### src/rtl/lrd_pkg.sv
package lrd_pkg;

  // framing bytes, sent most significant bit first
  localparam logic [7:0] SYNC_HI = 8'hF6;
  localparam logic [7:0] SYNC_LO = 8'h28;

  typedef enum logic {
    MODE_HUNT = 1'b0,
    MODE_SYNC = 1'b1
  } frm_mode_e;

endpackage

### src/rtl/lrd_gather.sv
module lrd_gather #(
  parameter int LANES = 4,
  localparam int CW = $clog2(LANES)
) (
  input  logic             clk,
  input  logic             rst_n,
  input  logic             s_valid,
  input  logic             s_bit,
  output logic             s_ready,
  output logic             m_valid,
  input  logic             m_ready,
  output logic [LANES-1:0] m_data,
  input  logic             roll,
  output logic [CW-1:0]    rot,
  output logic             load_o
);

  logic [CW-1:0]    cnt;
  logic [LANES-2:0] acc;
  logic             take;
  logic             last;
  logic [LANES-1:0] word;
  logic [LANES-1:0] rotd;

  assign s_ready = !m_valid || m_ready;
  assign take    = s_valid && s_ready;
  assign last    = (cnt == CW'(LANES - 1));
  assign word    = {s_bit, acc};

  // lane k takes assembled bit (k + rot) mod LANES
  always_comb begin
    for (int k = 0; k < LANES; k++) begin
      rotd[k] = word[CW'(k) + rot];
    end
  end

  always_ff @(posedge clk) begin
    if (!rst_n) begin
      cnt     <= '0;
      acc     <= '0;
      m_valid <= 1'b0;
      m_data  <= '0;
      rot     <= '0;
      load_o  <= 1'b0;
    end else begin
      load_o <= 1'b0;
      if (roll) rot <= rot + CW'(1);
      if (m_valid && m_ready) m_valid <= 1'b0;
      if (take) begin
        if (last) begin
          m_data  <= rotd;
          m_valid <= 1'b1;
          load_o  <= 1'b1;
          cnt     <= '0;
        end else begin
          acc <= {s_bit, acc[LANES-2:1]};
          cnt <= cnt + CW'(1);
        end
      end
    end
  end

  // a stalled word is held unchanged
  assert_hold_word_R2: assert property (@(posedge clk) disable iff (!rst_n)
    (m_valid && !m_ready) |=> (m_valid && $stable(m_data)));

  // the rotation moves only by a single step
  assert_rot_step_R5: assert property (@(posedge clk) disable iff (!rst_n)
    !$stable(rot) |-> (rot == $past(rot) + CW'(1)));

endmodule

### src/rtl/lrd_sync_match.sv
module lrd_sync_match
  import lrd_pkg::*;
#(
  parameter int PAT_REP = 3,
  localparam int PW = 16 * PAT_REP
) (
  input  logic clk,
  input  logic rst_n,
  input  logic bit_valid,
  input  logic bit_in,
  input  logic clr,
  output logic hit
);

  logic [PW-1:0] sr;
  logic [PW-1:0] nxt;
  logic [PW-1:0] pat;

  for (genvar r = 0; r < PAT_REP; r++) begin : g_pat
    assign pat[PW-1-8*r -: 8]          = SYNC_HI;
    assign pat[8*PAT_REP-1-8*r -: 8]   = SYNC_LO;
  end

  assign nxt = {sr[PW-2:0], bit_in};
  assign hit = bit_valid && (nxt == pat);

  always_ff @(posedge clk) begin
    if (!rst_n || clr) begin
      sr <= '0;
    end else if (bit_valid) begin
      sr <= nxt;
    end
  end

  // clearing the history rules out an immediate match
  assert_clear_history_R5: assert property (@(posedge clk) disable iff (!rst_n)
    clr |=> !hit);

endmodule

### src/rtl/lrd_frame_ctrl.sv
module lrd_frame_ctrl
  import lrd_pkg::*;
#(
  parameter int FRAME_LEN = 9720,
  parameter int LOSS_N    = 4,
  parameter int GAIN_N    = 2,
  localparam int PCW = $clog2(FRAME_LEN),
  localparam int MW  = $clog2(LOSS_N + 1),
  localparam int GW  = $clog2(GAIN_N + 1)
) (
  input  logic clk,
  input  logic rst_n,
  input  logic tick,
  input  logic hit,
  output logic roll,
  output logic lof
);

  frm_mode_e      mode;
  logic [PCW-1:0] pos;
  logic           anchor;
  logic [GW-1:0]  good;
  logic [MW-1:0]  miss;
  logic           at_end;

  assign at_end = (pos == PCW'(FRAME_LEN - 1));
  assign lof    = (mode == MODE_HUNT);

  always_ff @(posedge clk) begin
    if (!rst_n) begin
      mode   <= MODE_HUNT;
      pos    <= '0;
      anchor <= 1'b0;
      good   <= '0;
      miss   <= '0;
      roll   <= 1'b0;
    end else begin
      roll <= 1'b0;
      if (tick) begin
        if (mode == MODE_HUNT) begin
          if (hit) begin
            pos <= '0;
            if (anchor && at_end) begin
              if ((good + GW'(1)) >= GW'(GAIN_N)) begin
                mode   <= MODE_SYNC;
                miss   <= '0;
                good   <= '0;
                anchor <= 1'b0;
              end else begin
                good <= good + GW'(1);
              end
            end else begin
              anchor <= 1'b1;
              good   <= GW'(1);
            end
          end else if (at_end) begin
            roll   <= 1'b1;
            anchor <= 1'b0;
            good   <= '0;
            pos    <= '0;
          end else begin
            pos <= pos + PCW'(1);
          end
        end else begin
          if (at_end) begin
            pos <= '0;
            if (hit) begin
              miss <= '0;
            end else if ((miss + MW'(1)) == MW'(LOSS_N)) begin
              mode   <= MODE_HUNT;
              miss   <= '0;
              anchor <= 1'b0;
              good   <= '0;
            end else begin
              miss <= miss + MW'(1);
            end
          end else begin
            pos <= pos + PCW'(1);
          end
        end
      end
    end
  end

  // rolls happen only while out of frame
  assert_no_roll_framed_R8: assert property (@(posedge clk) disable iff (!rst_n)
    roll |-> lof);

  // loss is declared only at a word boundary
  assert_lof_rise_on_word_R7: assert property (@(posedge clk) disable iff (!rst_n)
    $rose(lof) |-> $past(tick));

  // frame is gained only on a match
  assert_lof_fall_on_hit_R6: assert property (@(posedge clk) disable iff (!rst_n)
    $fell(lof) |-> $past(hit));

  // miss counter stays below the loss threshold
  assert_miss_bound_R7: assert property (@(posedge clk) disable iff (!rst_n)
    miss < MW'(LOSS_N));

endmodule

### src/rtl/lrd_pclk_div.sv
module lrd_pclk_div #(
  parameter int DIV = 4
) (
  input  logic clk,
  input  logic rst_n,
  input  logic tick,
  output logic pclk_en
);

  if (DIV <= 1) begin : g_direct
    assign pclk_en = tick;
  end else begin : g_count
    localparam int DW = $clog2(DIV);
    logic [DW-1:0] cnt;
    always_ff @(posedge clk) begin
      if (!rst_n) begin
        cnt <= '0;
      end else if (tick) begin
        cnt <= (cnt == DW'(DIV - 1)) ? '0 : cnt + DW'(1);
      end
    end
    assign pclk_en = tick && (cnt == DW'(DIV - 1));
  end

  // the enable is a single-cycle pulse
  assert_pclk_pulse_R9: assert property (@(posedge clk) disable iff (!rst_n)
    pclk_en |=> !pclk_en);

endmodule

### src/rtl/lane_roll_deint.sv
module lane_roll_deint #(
  parameter int LANES      = 4,
  parameter int FRAME_LEN  = 9720,
  parameter int PAT_REP    = 3,
  parameter int LOSS_N     = 4,
  parameter int GAIN_N     = 2,
  parameter int FRAME_LANE = 0,
  parameter int PCLK_DIV   = 4
) (
  input  logic             clk,
  input  logic             rst_n,
  input  logic             s_valid,
  input  logic             s_bit,
  output logic             s_ready,
  output logic             m_valid,
  input  logic             m_ready,
  output logic [LANES-1:0] m_data,
  output logic             lof,
  output logic             pclk_en
);

  localparam int CW = $clog2(LANES);

  logic [CW-1:0] rot;
  logic          roll;
  logic          load;
  logic          hit;

  lrd_gather #(.LANES(LANES)) u_gather (
    .clk     (clk),
    .rst_n   (rst_n),
    .s_valid (s_valid),
    .s_bit   (s_bit),
    .s_ready (s_ready),
    .m_valid (m_valid),
    .m_ready (m_ready),
    .m_data  (m_data),
    .roll    (roll),
    .rot     (rot),
    .load_o  (load)
  );

  lrd_sync_match #(.PAT_REP(PAT_REP)) u_match (
    .clk       (clk),
    .rst_n     (rst_n),
    .bit_valid (load),
    .bit_in    (m_data[FRAME_LANE]),
    .clr       (roll),
    .hit       (hit)
  );

  lrd_frame_ctrl #(
    .FRAME_LEN (FRAME_LEN),
    .LOSS_N    (LOSS_N),
    .GAIN_N    (GAIN_N)
  ) u_ctrl (
    .clk   (clk),
    .rst_n (rst_n),
    .tick  (load),
    .hit   (hit),
    .roll  (roll),
    .lof   (lof)
  );

  lrd_pclk_div #(.DIV(PCLK_DIV)) u_pclk (
    .clk     (clk),
    .rst_n   (rst_n),
    .tick    (load),
    .pclk_en (pclk_en)
  );

  // lane mapping frozen while in frame
  assert_rot_hold_R8: assert property (@(posedge clk) disable iff (!rst_n)
    !lof |=> $stable(rot));

endmodule

### config.mk
export PLATFORM = sky130hd
export DESIGN_NAME = lane_roll_deint
export DESIGN_NICKNAME = d
export VERILOG_FILES = /design/src/rtl/lrd_pkg.sv /design/src/rtl/lrd_gather.sv /design/src/rtl/lrd_sync_match.sv /design/src/rtl/lrd_frame_ctrl.sv /design/src/rtl/lrd_pclk_div.sv /design/src/rtl/lane_roll_deint.sv
export SDC_FILE = /design/constraint.sdc
export NUM_CORES = 1
export LEC_CHECK = 0
export BUFFER_PORTS_ARGS = -buffer_cell sky130_fd_sc_hd__buf_2
export CORE_AREA = 2 2 95 143
export DETAILED_ROUTE_END_ITERATION = 7
export DIE_AREA = 0 0 97 145
export GPL_TIMING_DRIVEN = 0
export PLACE_DENSITY = 0.55
export SLEW_MARGIN = 20
export SYNTH_ARGS = -nofsm -noshare
export SYNTH_HDL_FRONTEND = slang
export SYNTH_SLANG_ARGS = --single-unit
### constraint.sdc
create_clock -name clk -period 3.54 [get_ports clk]
set_clock_uncertainty 0.1 [all_clocks]
set_input_delay 0.177 -clock clk [delete_from_list [all_inputs] [get_ports clk]]
set_output_delay 0.177 -clock clk [all_outputs]
set_load 0.02 [all_outputs]
==> impl_metrics.env, run 1 <==
export IMPL_path_clk_slew_ns=0.06
export IMPL_start_util_pct=29.3
export IMPL_post_place_ws_ns=0.818
export IMPL_fin_setup_tns_ns=0
export IMPL_peakVddDrop_uv=168
export IMPL_rr_worst_depth=6
export IMPL_outcome="finished clean"
export IMPL_core_um2=12800
export IMPL_netSwitchingFraction_pct=22.6
export IMPL_maxSlewHeadroom_pct=53.1
export IMPL_start_kind="register"
export IMPL_required_ns=3.65
export IMPL_tritoncts="built"
export IMPL_die_h_um=145
export IMPL_p_clk_share_pct=45.5
export IMPL_worstHoldEndpoint="u_gather.cnt[1]$_SDFFE_PN0P_"
export IMPL_port_buffers=11
export IMPL_grt_pass1_wl_um=13800
export IMPL_power_switching_uw=432
export IMPL_comb_power_share_pct=3.7
export IMPL_hpwl_um=5840
export IMPL_min_delay_start="s_valid"
export IMPL_synth_area_um2=3760
export IMPL_worstPathMaxFanout=10
export IMPL_yosys_warnings=0
export IMPL_drtPass1Iterations=4
export IMPL_drt_iter0_drc=93
export IMPL_use_met3_pct=2.60
export IMPL_grt_setup_unrepaired="no"
export IMPL_critPathKind="register to register"
export IMPL_nNetsFinal=441
export IMPL_io_pin_count=13
export IMPL_p_leak_nw=1.49
export IMPL_drv_cap=0
export IMPL_n_antenna_cell=0
export IMPL_cts_made_buffers=9
export IMPL_syn_nets=419
export IMPL_dpl_instance_area_um2=4020
export IMPL_pwr_share_seq_pct=50.9
export IMPL_slew_violations=0
export IMPL_cts_resized=0
export IMPL_use_met2_pct=21.3
export IMPL_seq_area_frac_synth_pct=44.7
export IMPL_p_int_mw=1.48
export IMPL_post_route_min_period_ns=2.68
export IMPL_vias_per_cell=5.03
export IMPL_antenna_found_initial=0
export IMPL_num_rows=51
export IMPL_clk_root_buffer_cell="clkbuf_16"
export IMPL_track_usage_pct=11.9
export IMPL_area_growth_pct=14.2
export IMPL_rr_startpoint="u_match.sr[5]$_SDFFE_PP0P_"
export IMPL_fin_crit_sh_pct=75.8
export IMPL_cts_htree_levels=3
export IMPL_worstHoldPathCells=3
export IMPL_cts_setup_buffers=0
export IMPL_ys_seq_elements=84
export IMPL_clockBufferDepth=2
export IMPL_remaining_drc_errors=0
export IMPL_fmax_mhz=372
export IMPL_fill_cells=1302
export IMPL_clock_sinks=84
export IMPL_met1_usage_pct=12.9
export IMPL_ant_nets=0
export IMPL_avgSynthCellArea_um2=9.22
export IMPL_grt_max_degree=15
export IMPL_drive_gt1_share_pct=8.74
export IMPL_hold_viol=0
export IMPL_async_flop_share_pct=0
export IMPL_vias=2985
export IMPL_finalSetupViolCount=0
export IMPL_grt_pass1_vias=3008
export IMPL_busiest_layer="met2"
export IMPL_cts_hold_buf=0
export IMPL_grt_overflow_total=0
export IMPL_synthFlopType="dfxtp_1"
export IMPL_drt_wirelength_per_cell_um=13.6
export IMPL_die_w_um=97
export IMPL_postSynthCellCount=408
export IMPL_synth_edf_count=0
export IMPL_place_gp_congestion=0.817
export IMPL_regArea_um2=1680
export IMPL_yosysUniqueCellTypes=52
export IMPL_fin_area_um2=4290
export IMPL_drt_total_wl_um=8090
export IMPL_worstPathArrival_ns=2.80
export IMPL_hold_path_class="input port to register"
export IMPL_rrSetupSlack_ns=0.86
export IMPL_multiInputGateArea_um2=1950
export IMPL_clkLatencyLatePin_ns=0.33
export IMPL_r2r_end="u_ctrl.pos[11]$_SDFFE_PN0P_"
export IMPL_worstSetupEndpointType="register"
export IMPL_power_density_nw_per_um2=445
export IMPL_tightestPinTransition_ns=0.704
export IMPL_setup_ws_ns=0.855
export IMPL_fp_dieArea_um2=14100
stage by stage:
step	hold slack, ns	utilization, %	total power, mW	cells
after global routing	0.0493	33.5	1.98	594
final	0.0371	33.5	1.91	594
after CTS	0.0200	33.5	1.94	594
after floorplan	0.224	-	1.04	408
after global placement	0.351	31.3	1.06	578
after detailed placement	0.364	31.3	1.06	578
logic make-up (layout without fill, tap and decap cells):
family / after synthesis / after routing / share of synthesized area (%)
AND/OR/NAND/NOR: 186 / 186 / 26.1
flip-flops: 84 / 84 / 44.7
multiplexers: 58 / 58 / 16.2
AO/OA/AOI/OAI: 39 / 39 / 6.72
buffers and inverters: 32 / 59 / 3.56
adder cells (fa/ha/maj): 6 / 6 / 2.00
XOR/XNOR: 3 / 3 / 0.699
synthesized netlist by cell type, drive strengths merged (3+ instances only):
cell type / instances / area share [%]
nor3: 7 / 0.93
nand3b: 3 / 0.60
nand4: 9 / 1.7
nor2: 69 / 6.9
nor4: 7 / 1.6
nand4b: 9 / 2.1
o21ai: 3 / 0.40
nand2b: 4 / 0.67
or4bb: 4 / 1.2
nand3: 18 / 2.4
and2: 5 / 0.83
nand2: 31 / 3.1
inv: 5 / 0.50
and3: 6 / 1.0
ha: 6 / 2.0
buf: 10 / 1.4
a21oi: 13 / 1.7
dfxtp: 84 / 45
clkbuf: 16 / 1.6
mux2i: 54 / 14
a31oi: 9 / 1.5
metal layers:
layer	vias to the layer above	share of wire [%]	routed length (µm)
li1	1500	-	-
met1	1438	43	3460
met2	38	53	4300
met3	9	2.6	207
met4	0	1.6	126
met5	-	0	0
worst max-delay path: stages, from the launching register on:
cell and delay (ns):
dfxtp_1 0.32, or4_1 0.54, nor4_1 0.51, nand4_1 0.48, buf_2 0.36, nand2_1 0.15
o211ai_1 0.11
cells in the final DEF, fill, tap and decap left out, drive strengths merged, types with 3 or more instances in the layout:
cell / netlist / layout
dfxtp: 84 / 84
nor2: 69 / 69
mux2i: 54 / 54
nand2: 31 / 31
clkbuf: 16 / 26
buf: 10 / 21
nand3: 18 / 18
a21oi: 13 / 13
a31oi: 9 / 9
nand4b: 9 / 9
nand4: 9 / 9
nor3: 7 / 7
nor4: 7 / 7
and3: 6 / 6
ha: 6 / 6
clkinv: 1 / 6
inv: 5 / 5
and2: 5 / 5
nand2b: 4 / 4
or4bb: 4 / 4
nand3b: 3 / 3
o21ai: 3 / 3
sequential cells by signal, summed over array words and instances, names as in the netlist:
name / count
u_gather.cnt: 2
u_ctrl.good: 2
u_ctrl.mode: 1
u_match.sr: 47
u_ctrl.roll: 1
u_ctrl.miss: 3
u_ctrl.pos: 14
u_gather.acc: 3
u_pclk.g_count.cnt: 2
u_gather.rot: 2
u_ctrl.anchor: 1
u_gather.load_o: 1
u_gather.m_valid: 1
u_gather.m_data: 4
worst max path at each step:
stage,startpoint,end,cells after the start
final,u_match.sr[5]$_SDFFE_PP0P_,u_ctrl.pos[11]$_SDFFE_PN0P_,6
after floorplan,u_ctrl.pos[3]$_SDFFE_PN0P_,u_ctrl.miss[1]$_SDFFE_PN0P_,6
after global placement,u_match.sr[4]$_SDFFE_PP0P_,u_ctrl.pos[11]$_SDFFE_PN0P_,6
after global routing,u_match.sr[5]$_SDFFE_PP0P_,u_ctrl.pos[7]$_SDFFE_PN0P_,6
after detailed placement,u_match.sr[5]$_SDFFE_PP0P_,u_ctrl.pos[13]$_SDFFE_PN0P_,6
after CTS,u_match.sr[5]$_SDFFE_PP0P_,u_ctrl.pos[13]$_SDFFE_PN0P_,6
power groups by stage:
stage,Combinational (mW),Sequential (mW),Clock [mW]
CTS,0.0707,0.971,0.899
detailed placement,0.0706,0.993,0
floorplan,0.0539,0.988,0
global placement,0.0691,0.992,0
finish,0.0699,0.972,0.868
global route,0.0788,0.973,0.932
cell type report:
type | count | area share [%]
Buffer | 26 | 2.59
Clock buffer | 10 | 5.57
Clock inverter | 6 | 0.932
Inverter | 6 | 0.524
Multi-Input combinational cell | 292 | 45.3
Sequential cell | 84 | 39.2
Tap cell | 159 | 4.63
Timing Repair Buffer | 11 | 1.28
Power figures use the tool's default switching activity.
==> run 2, diff against run 1 <==
--- a/config.mk
+++ b/config.mk
@@ -10,7 +10,7 @@
 export DETAILED_ROUTE_END_ITERATION = 7
 export DIE_AREA = 0 0 97 145
 export GPL_TIMING_DRIVEN = 0
-export PLACE_DENSITY = 0.55
+export PLACE_DENSITY = 0.56
 export SLEW_MARGIN = 20
 export SYNTH_ARGS = -nofsm -noshare
 export SYNTH_HDL_FRONTEND = slang
==> constraint.sdc (replaced) <==
create_clock -name clk -period 2.4 [get_ports clk]
set_clock_uncertainty 0.1 [all_clocks]
set_input_delay 0.12 -clock clk [delete_from_list [all_inputs] [get_ports clk]]
set_output_delay 0.12 -clock clk [all_outputs]
set_load 0.02 [all_outputs]
==> impl_metrics.env, run 2 (synthesis results as in run 1) <==
export IMPL_clk_root_buffer_cell="clkbuf_16"
export IMPL_power_mw=2.91
export IMPL_place_gp_congestion=0.848
export IMPL_hold_path_class="input port to register"
export IMPL_fp_dieArea_um2=14100
export IMPL_multiInputGateArea_um2=1970
export IMPL_fmax_mhz=447
export IMPL_port_buffers=11
export IMPL_grt_pass1_wl_um=13800
export IMPL_hpwl_um=5810
export IMPL_num_rows=51
export IMPL_clockBufferDepth=2
export IMPL_largest_register="u_match.sr"
export IMPL_setup_ws_ns=0.160
export IMPL_drt_total_wl_um=8260
export IMPL_netSwitchingFraction_pct=22.2
export IMPL_start_kind="register"
export IMPL_ant_nets=0
export IMPL_comb_power_share_pct=3.6
export IMPL_layout_commonest_cell="dfxtp_1"
export IMPL_antenna_found_initial=0
export IMPL_grt_pass1_vias=2983
export IMPL_drv_cap=0
export IMPL_die_h_um=145
export IMPL_fin_hold_ws_ns=0.0739
export IMPL_area_growth_pct=17.1
export IMPL_remaining_drc_errors=0
export IMPL_required_ns=2.53
export IMPL_p_leak_nw=1.53
export IMPL_clkLatencyLatePin_ns=0.34
export IMPL_regArea_um2=1680
export IMPL_slew_violations=0
export IMPL_clock_sinks=84
export IMPL_pwr_share_seq_pct=49.3
export IMPL_place_inst=578
export IMPL_die_w_um=97
export IMPL_drive_gt1_share_pct=10.8
export IMPL_core_um2=12800
export IMPL_cts_made_buffers=9
export IMPL_dpl_instance_area_um2=4020
export IMPL_grt_setup_unrepaired="no"
export IMPL_vias=2992
export IMPL_maxSlewHeadroom_pct=53.8
export IMPL_drt_iter0_drc=75
export IMPL_finalSetupViolCount=0
export IMPL_cts_htree_levels=3
export IMPL_outcome="finished clean"
export IMPL_fin_crit_sh_pct=93.3
export IMPL_drtPass1Iterations=4
export IMPL_power_density_nw_per_um2=660
export IMPL_drt_wirelength_per_cell_um=13.7
export IMPL_tightestPinTransition_ns=0.692
export IMPL_io_pin_count=13
export IMPL_peakVddDrop_uv=329
export IMPL_fin_util_pct=34.3
export IMPL_worstPathArrival_ns=2.37
export IMPL_start_util_pct=29.3
export IMPL_worstPathMaxFanout=10
export IMPL_layout_common_cells="dfxtp_1, nor2_1, mux2i_1"
export IMPL_hold_viol=0
export IMPL_reg_top3="u_match.sr x47, u_ctrl.pos x14, u_gather.m_data x4"
export IMPL_post_route_min_period_ns=2.24
export IMPL_fill_cells=1343
export IMPL_fin_setup_tns_ns=0
export IMPL_path_clk_slew_ns=0.06
export IMPL_tritoncts="built"
export IMPL_post_place_ws_ns=-0.341
export IMPL_vias_per_cell=4.97
export IMPL_fin_area_um2=4400
export IMPL_n_antenna_cell=0
export IMPL_largest_reg_flops=47
export IMPL_grt_max_degree=15
export IMPL_power_switching_uw=647
export IMPL_grt_overflow_total=0
export IMPL_nNetsFinal=449
export IMPL_worstSetupEndpointType="register"
export IMPL_track_usage_pct=12.0
export IMPL_p_clk_share_pct=47.1
export IMPL_p_int_mw=2.26
export IMPL_critPathKind="register to register"
export IMPL_fin_cells=602
run 2: path summary, 6_finish.rpt:
kind                                 from  cells past startpoint                      endpoint  slack, ns
max            u_match.sr[4]$_SDFFE_PP0P_                      6    u_ctrl.pos[8]$_SDFFE_PN0P_       0.16
min                               m_ready                      3   u_gather.m_valid$_SDFF_PN0_       0.07
max reg2reg    u_match.sr[4]$_SDFFE_PP0P_                      6    u_ctrl.pos[8]$_SDFFE_PN0P_       0.16
min reg2reg  u_gather.cnt[1]$_SDFFE_PN0P_                      2  u_gather.cnt[1]$_SDFFE_PN0P_       0.37
run 2: metal layers:
layer | part of all wire (%) | GRT usage, %
met1 | 43 | 12.9
met4 | 2.3 | 6.62
met5 | 0 | 0
met2 | 52 | 21.0
met3 | 3.2 | 3.37
run 2: power groups by stage:
| stage | combinational (mW) | sequential (mW) | clock, mW |
|---|---|---|---|
| floorplan | 0.0796 | 1.46 | 0 |
| global placement | 0.102 | 1.46 | 0 |
| detailed placement | 0.105 | 1.46 | 0 |
| CTS | 0.107 | 1.43 | 1.40 |
| global route | 0.119 | 1.43 | 1.46 |
| finish | 0.106 | 1.43 | 1.37 |
run 2: cell type report:
class,instances,area share (%)
Tap cell,159,4.52
Multi-Input combinational cell,292,44.7
Buffer,26,2.64
Inverter,6,0.512
Clock inverter,6,1.48
Clock buffer,10,5.20
Timing Repair Buffer,19,2.73
Sequential cell,84,38.2
run 2: repair_timing:
item,in CTS,in global routing
pin swaps,1,3
gates resized for setup,2,7
setup endpoints to repair,20,20
buffers inserted,2,4
hold buffers,2,0
hold endpoints to repair,2,0
run 2: critical path, stage by stage (launching register included):
cell and delay, ns:
dfxtp_1 0.34, or4bb_1 0.55, nor4_4 0.35, nand4_1 0.25, buf_2 0.29, a31oi_1 0.16, o21ai_1 0.08
